File: config.mk
export PLATFORM = sky130hd
export DESIGN_NAME = rg_timer
export DESIGN_NICKNAME = d
export VERILOG_FILES = /design/src/rtl/rg_pkg.sv /design/src/rtl/rg_ctrl.sv /design/src/rtl/rg_down.sv /design/src/rtl/rg_timer.sv
export SDC_FILE = /design/constraint.sdc
export NUM_CORES = 1
export LEC_CHECK = 0
export BUFFER_PORTS_ARGS = -buffer_cell sky130_fd_sc_hd__buf_2
export CAP_MARGIN = 20
export CORE_ASPECT_RATIO = 1.2
export CORE_MARGIN = 2
export CORE_UTILIZATION = 46
export DETAILED_ROUTE_END_ITERATION = 12
export HOLD_SLACK_MARGIN = 0.1
export PLACE_DENSITY = 0.63
export SYNTH_ARGS = -nofsm -noshare
export SYNTH_HDL_FRONTEND = slang
export SYNTH_HIERARCHICAL = 1
export SYNTH_SLANG_ARGS = --single-unit
File: constraint.sdc
create_clock -name clk -period 3.12 [get_ports clk]
set_input_delay 0.312 -clock clk [delete_from_list [all_inputs] [get_ports clk]]
set_output_delay 0.312 -clock clk [all_outputs]
set_load 0.005 [all_outputs]
File: src/rtl/rg_pkg.sv
package rg_pkg;

    localparam int BUS_W = 8;
    localparam int CNT_W = 2 * BUS_W;

    localparam logic [1:0] ACC_LO_HI  = 2'b11;
    localparam logic [1:0] MODE_RATE  = 2'b10;

    typedef enum logic {
        PTR_LO = 1'b0,
        PTR_HI = 1'b1
    } byte_ptr_e;

    typedef struct packed {
        logic [1:0] chan;
        logic [1:0] access;
        logic [2:0] mode;
        logic       bcd;
    } setup_word_t;

    function automatic logic setup_accepts(setup_word_t w, logic [1:0] own_chan);
        return (w.chan == own_chan) && (w.access == ACC_LO_HI) &&
               (w.mode[1:0] == MODE_RATE) && !w.bcd;
    endfunction

endpackage

File: src/rtl/rg_ctrl.sv
module rg_ctrl
    import rg_pkg::*;
#(
    parameter logic [1:0] CHAN_SEL = 2'd0
) (
    input  logic             clk,
    input  logic             rst,
    input  logic             wr_en,
    input  logic             wr_ctrl,
    input  logic [BUS_W-1:0] wr_data,
    output logic             halt,
    output logic             commit,
    output logic [CNT_W-1:0] commit_val
);

    setup_word_t sw;
    byte_ptr_e   ptr_q;
    logic        armed_q;
    logic [BUS_W-1:0] lo_q;
    logic        data_wr;

    always_comb begin
        sw         = setup_word_t'(wr_data);
        halt       = wr_en && wr_ctrl && setup_accepts(sw, CHAN_SEL);
        data_wr    = wr_en && !wr_ctrl && armed_q;
        commit     = data_wr && (ptr_q == PTR_HI);
        commit_val = {wr_data, lo_q};
    end

    always_ff @(posedge clk) begin
        if (rst) begin
            armed_q <= 1'b0;
            ptr_q   <= PTR_LO;
            lo_q    <= '0;
        end else if (halt) begin
            armed_q <= 1'b1;
            ptr_q   <= PTR_LO;
        end else if (data_wr) begin
            if (ptr_q == PTR_LO) begin
                lo_q  <= wr_data;
                ptr_q <= PTR_HI;
            end else begin
                ptr_q <= PTR_LO;
            end
        end
    end

    // a low byte moves the pointer to the high byte
    p_ptr_advance_r4: assert property (@(posedge clk) disable iff (rst)
        data_wr && ptr_q == PTR_LO |=> ptr_q == PTR_HI);

    // an accepted setup word rewinds the pointer and arms data writes
    p_setup_rewind_r2: assert property (@(posedge clk) disable iff (rst)
        halt |=> ptr_q == PTR_LO && armed_q);

    // a rejected setup word leaves the pointer alone
    p_foreign_keep_r3: assert property (@(posedge clk) disable iff (rst)
        wr_en && wr_ctrl && !halt |=> ptr_q == $past(ptr_q) && armed_q == $past(armed_q));

    // nothing is committed before a setup word has been taken
    p_no_commit_unarmed_r1: assert property (@(posedge clk) disable iff (rst)
        !armed_q |-> !commit);

endmodule

File: src/rtl/rg_down.sv
module rg_down
    import rg_pkg::*;
(
    input  logic             clk,
    input  logic             rst,
    input  logic             halt,
    input  logic             commit,
    input  logic [CNT_W-1:0] commit_val,
    output logic             rate_out
);

    localparam int EXT_W = CNT_W + 1;

    logic [EXT_W-1:0] cnt_q, reload_q, ext_val;
    logic             run_q, at_one;

    always_comb begin
        ext_val  = (commit_val == '0) ? {1'b1, {CNT_W{1'b0}}} : {1'b0, commit_val};
        at_one   = run_q && (cnt_q == EXT_W'(1));
        rate_out = !at_one;
    end

    always_ff @(posedge clk) begin
        if (rst) begin
            run_q    <= 1'b0;
            cnt_q    <= '0;
            reload_q <= '0;
        end else if (halt) begin
            run_q    <= 1'b0;
        end else begin
            if (commit)
                reload_q <= ext_val;
            if (!run_q) begin
                if (commit) begin
                    cnt_q <= ext_val;
                    run_q <= 1'b1;
                end
            end else if (at_one) begin
                cnt_q <= commit ? ext_val : reload_q;
            end else begin
                cnt_q <= cnt_q - EXT_W'(1);
            end
        end
    end

    // the low phase lasts one clock
    p_one_clock_low_r5: assert property (@(posedge clk) disable iff (rst)
        !rate_out && !commit && reload_q != EXT_W'(1) |=> rate_out);

    // the captured divisor starts an idle counter
    p_start_r5: assert property (@(posedge clk) disable iff (rst)
        commit && !run_q && !halt |=> run_q && cnt_q == $past(ext_val));

    // the end of a period reloads the stored divisor
    p_reload_r7: assert property (@(posedge clk) disable iff (rst)
        at_one && !commit && !halt |=> cnt_q == $past(reload_q));

    // a setup word stops counting and lifts the output
    p_halt_high_r8: assert property (@(posedge clk) disable iff (rst)
        halt |=> !run_q && rate_out);

    // a zero divisor is stored as the full range
    p_zero_full_r6: assert property (@(posedge clk) disable iff (rst)
        commit && !halt && commit_val == '0 |=> reload_q[CNT_W]);

endmodule

File: src/rtl/rg_timer.sv
module rg_timer
    import rg_pkg::*;
#(
    parameter logic [1:0] CHAN_SEL = 2'd0
) (
    input  logic             clk,
    input  logic             rst,
    input  logic             wr_en,
    input  logic             wr_ctrl,
    input  logic [BUS_W-1:0] wr_data,
    output logic             rate_out
);

    logic             halt;
    logic             commit;
    logic [CNT_W-1:0] commit_val;

    rg_ctrl #(.CHAN_SEL(CHAN_SEL)) u_ctrl (
        .clk        (clk),
        .rst        (rst),
        .wr_en      (wr_en),
        .wr_ctrl    (wr_ctrl),
        .wr_data    (wr_data),
        .halt       (halt),
        .commit     (commit),
        .commit_val (commit_val)
    );

    rg_down u_down (
        .clk        (clk),
        .rst        (rst),
        .halt       (halt),
        .commit     (commit),
        .commit_val (commit_val),
        .rate_out   (rate_out)
    );

endmodule

==> results of run 1 <==
[synthesized netlist by cell type, types with 4 or more instances]
library cell	number	area [sq um]
nand2_1	49	184
dfxtp_1	45	901
a21oi_1	32	160
nor2_1	30	113
clkbuf_1	15	56.3
mux2i_1	13	130
o21ai_0	10	50.1
buf_4	9	67.6
xnor2_1	8	70.1
inv_1	7	26.3
nor3_1	7	35.0
nor4_1	7	43.8
o22ai_1	7	43.8
mux2_2	6	67.6
nor2b_1	5	31.3
xor2_1	5	43.8
a31oi_1	4	25.0
nand2b_1	4	25.0
nand3_1	4	20.0
nand4_1	4	25.0
[power groups by stage]
stage	sequential (W)	combinational, W	clock (W)
after floorplan	0.000588	0.0000213	0
after global placement	0.000588	0.0000332	0
after detailed placement	0.000588	0.0000331	0
after CTS	0.000574	0.0000331	0.000381
after global routing	0.000574	0.0000354	0.000406
final	0.000574	0.0000333	0.000372
[final cells by class]
type | instances | area, sq um
tap | 62 | 77.6
sequential | 45 | 901
clock buffer | 6 | 82.6
fill | 530 | 2630
timing repair buffer | 22 | 135
inverter | 7 | 26.3
clock inverter | 1 | 7.51
multi-input combinational | 242 | 1520
[cell families (layout without fill, tap and decap cells)]
kind of cell	count (synthesis)	in the layout	share of synthesized area
mux	19	19	0.0761
compound gates	77	77	0.192
flops	45	45	0.347
simple gates	131	131	0.256
fa+ha+maj	2	2	0.00964
buf+inv	38	36	0.0747
xor+xnor	13	13	0.0439
[sequential cells by signal, summed over array words and instances (netlist names)]
signal           cells
u_down/cnt_q        17
u_ctrl/armed_q       1
u_down/reload_q     17
u_down/run_q         1
u_ctrl/ptr_q         1
u_ctrl/lo_q          8
[critical path, stage by stage (launching register included)]
cell and delay, ns:
dfxtp_1 0.40, nor4_4 0.55, nand4_1 0.25, nor2_1 0.15, buf_4 0.21, inv_1 0.09
buf_2 0.13
[how the worst max path moves through the flow]
stage	depth (start not counted)	end	start	slack [ns]
after detailed placement	9	u_down/cnt_q[5]$_SDFFE_PP0P_	wr_data[1]	0.81
after CTS	6	rate_out	u_down/cnt_q[4]$_SDFFE_PP0P_	0.72
after global routing	6	rate_out	u_down/cnt_q[4]$_SDFFE_PP0P_	0.55
after global placement	9	u_down/cnt_q[5]$_SDFFE_PP0P_	wr_data[1]	0.85
final	6	rate_out	u_down/cnt_q[4]$_SDFFE_PP0P_	0.71
after floorplan	7	u_down/cnt_q[2]$_SDFFE_PP0P_	wr_data[1]	1.14
[stage by stage]
stage / hold slack (ns) / util
finish: 0.299 / 0.511
global route: 0.303 / 0.511
CTS: 0.288 / 0.511
global placement: 0.443 / 0.494
floorplan: 0.434 / -
detailed placement: 0.450 / 0.494
[per-layer routing]
metal,share of wire,vias up,global-route usage
met4,0.014,0,0.0522
met2,0.49,77,0.383
met3,0.049,13,0.0395
met5,0,-,0
met1,0.45,1109,0.309
li1,-,1152,-
==> metrics.md, run 1 <==
| Metric | Value |
|---|---|
| Endpoint of the worst hold path | u_down/reload_q[9]$_SDFFE_PP0N_ |
| EDFF count, synth | 0 |
| Syn_area_per_cell | 7.99 sq um |
| CTS Root Cell | clkbuf_8 |
| Antenna Violating Nets Remaining | 0 |
| Row cnt | 29 |
| Synth Register Bits | 45 |
| Worst clock skew | 0.00352 ns |
| Worst Path Arrival | 2.10 ns |
| Die area | 0.00626 sq mm |
| Yosys cell types | 54 |
| Sink Count | 45 |
| Area Growth Syn to Fin | 5.73% |
| Tot GR Track Use | 0.230 |
| Switching part of the total | 0.226 |
| Drt total wl | 7.00 mm |
| Starting Density | 0.483 |
| Final WS setup | 0.711 ns |
| Critical path peak fanout | 11 |
| Worst relative slew slack | 0.554 |
| Fin crit share | 0.772 |
| CP endpoint kind | primary output |
| Final hold violations | 0 |
| Outcome | completed |
| Fin cells | 385 |
| Setup bufs post-CTS | 0 |
| Clk_lat worst skew | 0.29 ns |
| Commonest non-fill, non-tap cell in the layout | nand2_1 |
| R2R Path End | u_down/cnt_q[1]$_SDFFE_PP0P_ |
| Fin. max-slew vios | 0 |
| Post_cts resized | 0 |
| Crit Path Class | register to primary output |
| R2r startpoint | u_down/cnt_q[0]$_SDFFE_PP0P_ |
| Hold Startpoint | wr_data[1] |
| Antenna diode count | 0 |
| P_int | 0.000758 W |
| Initial drt markers | 204 |
| Hpwl dp | 4.82 mm |
| Pwr Total | 0.000979 W |
| Area post-placement | 0.00266 sq mm |
| Final Cell Area | 0.00275 sq mm |
| R2R Setup Slk | 0.88 ns |
| First-pass GRT wire length | 11.2 mm |
| Clock Tree Buf Depth | 2 |
| Clock Pin Slew Worst Setup and Hold Paths | 0.08 ns |
| Logic pwr share | 0.034 |
| Drt wl/cell | 18.2 um |
| GPL Wtd Cong | 0.936 |
| Antenna violations before repair | 0 |
| TritonCTS buffer count | 5 |
| Unrepaired setup endpoints after global routing | false |
| Die span in x | 72.6 um |
| Pre-antenna DRT Iters | 4 |
| Net Sw Power | 0.000221 W |
| Post-synthesis instance area | 0.00260 sq mm |
| Dominant synthesized flop cell | dfxtp_1 |
| Worst path required time | 2.81 ns |
| Sequential Power Share | 0.586 |
| Vias per cell | 6.11 |
| VDD IR max | 0.194 mV |
| Final nets | 337 |
| CTS tree | built |
| IO buf count | 12 |
| Setup TNS | 0 ns |
| Max-cap violations | 0 |
| Setup violation total in the final timing report | 0 |
| Post-synthesis cell count | 325 |
| Fin crit period | 2.41 ns |
| I/O pins | 13 |
| Inst Count DP | 378 |
| Sequential area share after synthesis | 0.347 |
| Yosys warnings | 6 |
| Largest net degree at the start of global routing | 29 |
| Leak | 0.999 nW |
| Die Y | 86.3 um |
| Least-Margin Pin Slew | 0.667 ns |
| R2R depth | 6 |
| Clk pwr share | 0.380 |
| CORE AREA | 0.00537 sq mm |
| FMAX | 415 MHz |
| Hold depth | 3 |
| Proportion of layout cells with a drive suffix above 1 | 0.136 |
| Pre-CTS WS | 0.807 ns |
| HP Class | input port to register |
| Startpoint Class | register |
| DRC viols | 0 |
| Post-CTS Hold Fix Bufs | 0 |
| CTS HTree Levels | 2 |
| FFs w/ async S/R, synth | 0 |
| GRT Residual Overflow | 0 |
| Number of global-route vias before repair | 2228 |
| Post-Syn Nets | 339 |
| DR vias | 2351 |
| Power per cell area | 357 mW/mm^2 |
| Most frequent cells in the layout | nand2_1 (49), dfxtp_1 (45), a21oi_1 (32) |
(Power assumes the default switching activity.)
==> inputs of run 2 (changes only) <==
--- a/config.mk
+++ b/config.mk
@@ -12,7 +12,7 @@
 export CORE_UTILIZATION = 46
 export DETAILED_ROUTE_END_ITERATION = 12
 export HOLD_SLACK_MARGIN = 0.1
-export PLACE_DENSITY = 0.63
+export PLACE_DENSITY = 0.65
 export SYNTH_ARGS = -nofsm -noshare
 export SYNTH_HDL_FRONTEND = slang
 export SYNTH_HIERARCHICAL = 1
==> constraint.sdc (replaced) <==
create_clock -name clk -period 2.07 [get_ports clk]
set_input_delay 0.207 -clock clk [delete_from_list [all_inputs] [get_ports clk]]
set_output_delay 0.207 -clock clk [all_outputs]
set_load 0.005 [all_outputs]
==> run 2 against run 1 <==
  * Total power grew 57%
  * Critical path depth is the same
  * Non-clock buffer count grew 18
  * Clock power grew 66%
  * Via count grew 2.8%
  * Clock skew grew 0.011 ns
  * Wire length shrank 2.0%
  * Utilization grew 3.3 points
  * Worst setup slack lost 0.63 ns
  * Sequential share of layout area shrank 1.9 points
  * Critical endpoint unchanged
  * Largest power group unchanged
==> metrics.md, run 2 (synthesis results as in run 1) <==
| Metric | Value |
|---|---|
| Fin cells | 404 |
| Most frequent cells in the layout | nand2_1 (49), dfxtp_1 (44), a21oi_1 (32) |
| Clock Tree Buf Depth | 2 |
| Final nets | 355 |
| Largest net degree at the start of global routing | 24 |
| HP Class | input port to register |
| Antenna diode count | 0 |
| GRT Residual Overflow | 0 |
| Slowest cell on the critical path | nor4_4 |
| TritonCTS buffer count | 5 |
| Critical path peak fanout | 4 |
| First-pass GRT wire length | 11.5 mm |
| DRC viols | 0 |
| Crit path largest cell delay | 0.40 ns |
| Final hold violations | 0 |
| Sink Count | 45 |
| Drt wl/cell | 17.0 um |
| Worst relative slew slack | 0.640 |
| Die span in x | 72.6 um |
| Proportion of layout cells with a drive suffix above 1 | 0.199 |
| Vias per cell | 5.98 |
| Filler cell count | 518 |
| Area post-placement | 0.00278 sq mm |
| CTS tree | built |
| Clk_lat worst skew | 0.30 ns |
| Tot GR Track Use | 0.233 |
| Register Area | 902 sq um |
| Number of global-route vias before repair | 2316 |
| Area Growth Syn to Fin | 12.5% |
| CTS Root Cell | clkbuf_8 |
| Row cnt | 29 |
| Multi-input gate area | 0.00154 sq mm |
| DR vias | 2416 |
| GPL Wtd Cong | 0.922 |
| CORE AREA | 0.00537 sq mm |
| IO buf count | 12 |
| Cells along the critical path | nor4_4 > nand4_1 > nor2_1 > buf_4 > inv_1 > buf_2 |
| FMAX | 503 MHz |
| Fin crit share | 0.961 |
| Crit Path Class | register to primary output |
| Hpwl dp | 5.06 mm |
| Die area | 0.00626 sq mm |
| VDD IR max | 0.486 mV |
| CTS HTree Levels | 2 |
| Final Cell Area | 0.00292 sq mm |
| Startpoint Class | register |
| Power per cell area | 526 mW/mm^2 |
| WP buf/inv | 3 |
| Clock Pin Slew Worst Setup and Hold Paths | 0.10 ns |
| Leak | 1.11 nW |
| Fin crit period | 1.99 ns |
| Worst path required time | 1.86 ns |
| Least-Margin Pin Slew | 0.538 ns |
| Worst Path Arrival | 1.78 ns |
| Worst clock skew | 0.0141 ns |
| Outcome | completed |
| Crit-path leading delay family | simple AND/OR/NAND/NOR gates |
| Top flop regs | u_down/cnt_q (17), u_down/reload_q (17), u_ctrl/lo_q (8) |
| Starting Density | 0.483 |
| Pre-antenna DRT Iters | 4 |
| Drt total wl | 6.86 mm |
| Antenna violations before repair | 0 |
| Unrepaired setup endpoints after global routing | true |
| Commonest non-fill, non-tap cell in the layout | nand2_1 |
| Post-CTS Hold Fix Bufs | 0 |
| Worst hold margin | 0.203 ns |
| I/O pins | 13 |
| Setup violation total in the final timing report | 0 |
| Max-cap violations | 0 |
| Die Y | 86.3 um |
| Fin. max-slew vios | 0 |
| Antenna Violating Nets Remaining | 0 |
| Setup TNS | 0 ns |
| Initial drt markers | 197 |
| CP endpoint kind | primary output |
| Inst Count DP | 395 |
==> run 2: final cells by class <==
cell class,count,area share
multi-input combinational,242,0.526
inverter,7,0.00900
clock inverter,1,0.00300
tap,62,0.0266
sequential,45,0.309
timing repair buffer,40,0.0938
clock buffer,7,0.0330
==> run 2: repair_timing <==
action	4_1_cts	5_1_grt
setup endpoints to repair	1	5
cloned	0	0
buffers inserted	1	0
pin swaps	0	1
resized for setup	2	5
==> run 2: worst reg2reg max path, stage by stage, from the launching register on <==
cell and delay, ns:
dfxtp_1 0.38, nand2_1 0.12, nor3b_4 0.25, buf_4 0.18
nor2_1 0.06, nor2_2 0.16, buf_4 0.18, o22ai_1 0.08
a311o_1 0.34, a31oi_1 0.13
==> run 2: worst paths after layout <==
check | endpoint | depth (start not counted) | slack [ns] | startpoint
worst max-delay path | rate_out | 6 | 0.08 | u_down/cnt_q[4]$_SDFFE_PP0P_
worst min-delay path | u_ctrl/lo_q[1]$_SDFFE_PP0P_ | 3 | 0.20 | wr_data[1]
worst max register to register | u_down/cnt_q[12]$_SDFFE_PP0P_ | 9 | 0.11 | u_ctrl/armed_q$_SDFFE_PP0P_
worst min register to register | u_down/reload_q[3]$_SDFFE_PP0N_ | 2 | 0.46 | u_down/reload_q[3]$_SDFFE_PP0N_
==> run 2: where the power goes <==
| part | switching, W | internal [W] | leakage, nW |
|---|---|---|---|
| combinational | 0.0000370 | 0.0000162 | 0.692 |
| clock | 0.000309 | 0.000309 | 0.0549 |
| sequential | 0.000000228 | 0.000865 | 0.363 |
| total | 0.000347 | 0.00119 | 1.11 |
==> run 2: layer usage <==
metal,track usage,wire [um]
met5,0,0
met3,0.0419,369
met4,0.0724,72
met1,0.302,3010
met2,0.389,3410
==> run 2: per-stage QoR <==
step                total power, W   util  worst slack, ns
CTS                        0.00155  0.540           0.0525
floorplan                 0.000918      -            0.117
global placement          0.000938  0.518            0.173
global route               0.00159  0.544          -0.0207
finish                     0.00154  0.544           0.0805
detailed placement        0.000938  0.518            0.156
==> inputs of run 3 (changes only) <==
--- a/config.mk
+++ b/config.mk
@@ -10,10 +10,10 @@
 export CORE_ASPECT_RATIO = 1.2
 export CORE_MARGIN = 2
 export CORE_UTILIZATION = 46
+export CTS_BUF_LIST = sky130_fd_sc_hd__clkbuf_4
 export DETAILED_ROUTE_END_ITERATION = 12
 export HOLD_SLACK_MARGIN = 0.1
 export PLACE_DENSITY = 0.65
 export SYNTH_ARGS = -nofsm -noshare
 export SYNTH_HDL_FRONTEND = slang
-export SYNTH_HIERARCHICAL = 1
 export SYNTH_SLANG_ARGS = --single-unit
==> run 3 against run 2 <==
  * The run now ends with setup timing left
  * Critical path depth stayed put
  * Sequential cell count unchanged
  * Sequential share of layout area fell by 2.6 points
  * Final area increased by 9.9%
  * Worst setup slack got worse by 0.15 ns
  * Largest power group unchanged
  * Clock skew is 0.0061 ns lower
  * Utilization rose by 7.0 points
  * Via count up 9.9%
  * Sequential power about the same
  * Cell count rose by 5.4%
  * Clock power decreased by 12%
  * Count of clock-buffer cells in the layout fell by 2
==> metrics.md, run 3 <==
| Metric | Value |
|---|---|
| Yosys warnings | 0 |
| Final WS setup | -0.0711 ns |
| FFs w/ async S/R, synth | 0 |
| Leading area contributor after synthesis | dfxtp_1 |
| First-pass GRT wire length | 12.3 mm |
| TritonCTS buffer count | 5 |
| Leak | 1.23 nW |
| Setup violation total in the final timing report | 6 |
| Starting Density | 0.469 |
| P_int | 0.00113 W |
| Post-Synth Adder-Cell Area | 0.0102 |
| IO buf count | 12 |
| Slowest cell on the critical path | or4_1 |
| Max-cap violations | 0 |
| Synthesized-area fraction occupied by and/or/nand/nor cells | 0.289 |
| Fin crit share | 1.03 |
| Drt wl/cell | 18.2 um |
| Crit path largest cell delay | 0.60 ns |
| Proportion of layout cells with a drive suffix above 1 | 0.299 |
| GPL Wtd Cong | 0.941 |
| Largest family of logic cells by synthesized area | simple AND/OR/NAND/NOR gates |
| Worst path required time | 2.30 ns |
| Cells along the critical path | or4_1 > buf_4 > nor4_1 > nor3_1 > a211oi_1 > o31ai_1 |
| Final nets | 377 |
| Startpoint Class | register |
| FMAX | 467 MHz |
| GRT Residual Overflow | 0 |
| DR vias | 2656 |
| Top flop regs | u_down.cnt_q (17), u_down.reload_q (17), u_ctrl.lo_q (8) |
| Drt total wl | 7.74 mm |
| Least-Margin Pin Slew | 0.664 ns |
| Critical path peak fanout | 4 |
| Pre-antenna DRT Iters | 5 |
| Die Y | 84.0 um |
| Post-synthesis cell count | 306 |
| Fin. max-slew vios | 0 |
| Final hold violations | 0 |
| Commonest non-fill, non-tap cell in the layout | nand2_1 |
| Antenna Violating Nets Remaining | 0 |
| Crit Path Class | register to register |
| Antenna diode count | 0 |
| Clock Pin Slew Worst Setup and Hold Paths | 0.13 ns |
| Top post-synthesis cells by count | nand2_1 (52), dfxtp_1 (45), a21oi_1 (36), nor2_1 (20), clkbuf_1 (15) |
| Hpwl dp | 5.29 mm |
| Die area | 0.00593 sq mm |
| CORE AREA | 0.00523 sq mm |
| Mux contribution to synthesized area | 0.0316 |
| Dominant synthesized flop cell | dfxtp_1 |
| CTS Root Cell | clkbuf_4 |
| Worst hold margin | 0.112 ns |
| HP Class | input port to register |
| CP endpoint kind | register |
| Outcome | finished, violations left |
| Area Growth Syn to Fin | 30.9% |
| Syn_area_per_cell | 8.01 sq um |
| Yosys cell types | 56 |
| Die span in x | 70.6 um |
| Synth Register Bits | 45 |
| Clk pwr share | 0.373 |
| Antenna violations before repair | 0 |
| Synth top area cells | dfxtp_1 (37%), nand2_1 (8.0%), a21oi_1 (7.4%) |
| Worst Path Arrival | 2.37 ns |
| Number of global-route vias before repair | 2463 |
| Post-Syn Nets | 320 |
| Switching part of the total | 0.226 |
| Vias per cell | 6.23 |
| DRC viols | 0 |
| Logic pwr share | 0.037 |
| Setup TNS | -0.247 ns |
| Pre-CTS WS | -0.0762 ns |
| Clk_lat worst skew | 0.37 ns |
| Clock Tree Buf Depth | 2 |
| Fin crit period | 2.14 ns |
| Post-synthesis instance area | 0.00245 sq mm |
| Sink Count | 45 |
| Power per cell area | 457 mW/mm^2 |
| VDD IR max | 0.456 mV |
| Initial drt markers | 365 |
| Row cnt | 29 |
| Largest net degree at the start of global routing | 33 |
| Synth top area share | 0.368 |
| Final core occ | 0.614 |
| Net Sw Power | 0.000332 W |
| Post-synthesis compound-gate area fraction | 0.240 |
| Worst clock skew | 0.00809 ns |
| CTS tree | built |
| Unrepaired setup endpoints after global routing | true |
| Tot GR Track Use | 0.261 |
| CTS HTree Levels | 2 |
| EDFF count, synth | 0 |
| I/O pins | 13 |
| Synth Area in XOR/XNOR | 0.0214 |
| Worst relative slew slack | 0.557 |
| Sequential Power Share | 0.590 |
| Sequential area share after synthesis | 0.368 |
| Violations in the final reports | setup timing |
| Most common cell in the netlist | nand2_1 |
| Most frequent cells in the layout | nand2_1 (52), buf_4 (45), dfxtp_1 (41) |
## run 3: cell count changes after synthesis, moves of 5 or more
cell / previous run / this run
nor3_1: 7 / 13
mux2i_1: 13 / 4
buf_4: 9 / 0
nor2_1: 30 / 20
a211oi_1: 2 / 10
nor2b_1: 5 / 0
## run 3: timing repair
item / in CTS / in global routing
endpoints found under the hold margin: 5 / 0
pin swaps: 5 / 13
buffers inserted: 6 / 7
hold buffers: 3 / 0
cloned: 0 / 1
resized for setup: 13 / 22
setup endpoints to repair: 7 / 13
## run 3: final timing paths
check                              startpoint  slack [ns]                                to  cells past startpoint
max             u_down.cnt_q[12]$_SDFFE_PP0P_       -0.07      u_down.cnt_q[1]$_SDFFE_PP0P_                      6
min                                wr_data[5]        0.11       u_ctrl.lo_q[5]$_SDFFE_PP0P_                      3
max reg2reg     u_down.cnt_q[12]$_SDFFE_PP0P_       -0.07      u_down.cnt_q[1]$_SDFFE_PP0P_                      6
min reg2reg  u_down.reload_q[13]$_SDFFE_PP0N_        0.47  u_down.reload_q[13]$_SDFFE_PP0N_                      2
## run 3: area by class of cell
cell class	count	area, sq um
sequential	45	908
tap	62	77.6
fill	480	2020
multi-input combinational	235	1590
clock inverter	3	41.3
clock buffer	5	37.5
timing repair buffer	68	518
inverter	8	32.5
## run 3: power by group through the flow
stage / clock (W) / sequential, W / combinational, W
floorplan: 0 / 0.000885 / 0.0000197
global placement: 0 / 0.000885 / 0.0000479
detailed placement: 0 / 0.000885 / 0.0000479
CTS: 0.000554 / 0.000866 / 0.0000523
global route: 0.000592 / 0.000865 / 0.0000581
finish: 0.000546 / 0.000865 / 0.0000541
## run 3: cell families (layout without fill, tap and decap cells)
logic type      after synthesis  after routing
compound gates               86             86
mux                           7              7
xor+xnor                      6              6
buf+inv                      26             84
simple gates                134            134
fa+ha+maj                     2              2
flops                        45             45
## run 3: per-stage QoR
| step | std cells | power, W | cell area [sq um] |
|---|---|---|---|
| final | 426 | 0.00147 | 3210 |
| after global routing | 426 | 0.00152 | 3210 |
| after CTS | 418 | 0.00147 | 3020 |
| after detailed placement | 402 | 0.000933 | 2830 |
| after global placement | 402 | 0.000933 | 2830 |
| after floorplan | 306 | 0.000905 | 2460 |
## run 3: critical path, delay by kind of cell, from the launching register on
family          cells  cell delay [ns]
buf+inv             1             0.18
flops               1             0.36
compound gates      2             0.42
simple gates        3             1.04
## run 3: layer usage
layer,GRT usage,vias to the layer above,routed length [um],share of wire
met3,0.0399,22,446,0.058
met4,0.0926,0,209,0.027
li1,-,1262,-,-
met2,0.426,119,3880,0.50
met1,0.348,1253,3200,0.41
met5,0,-,0,0
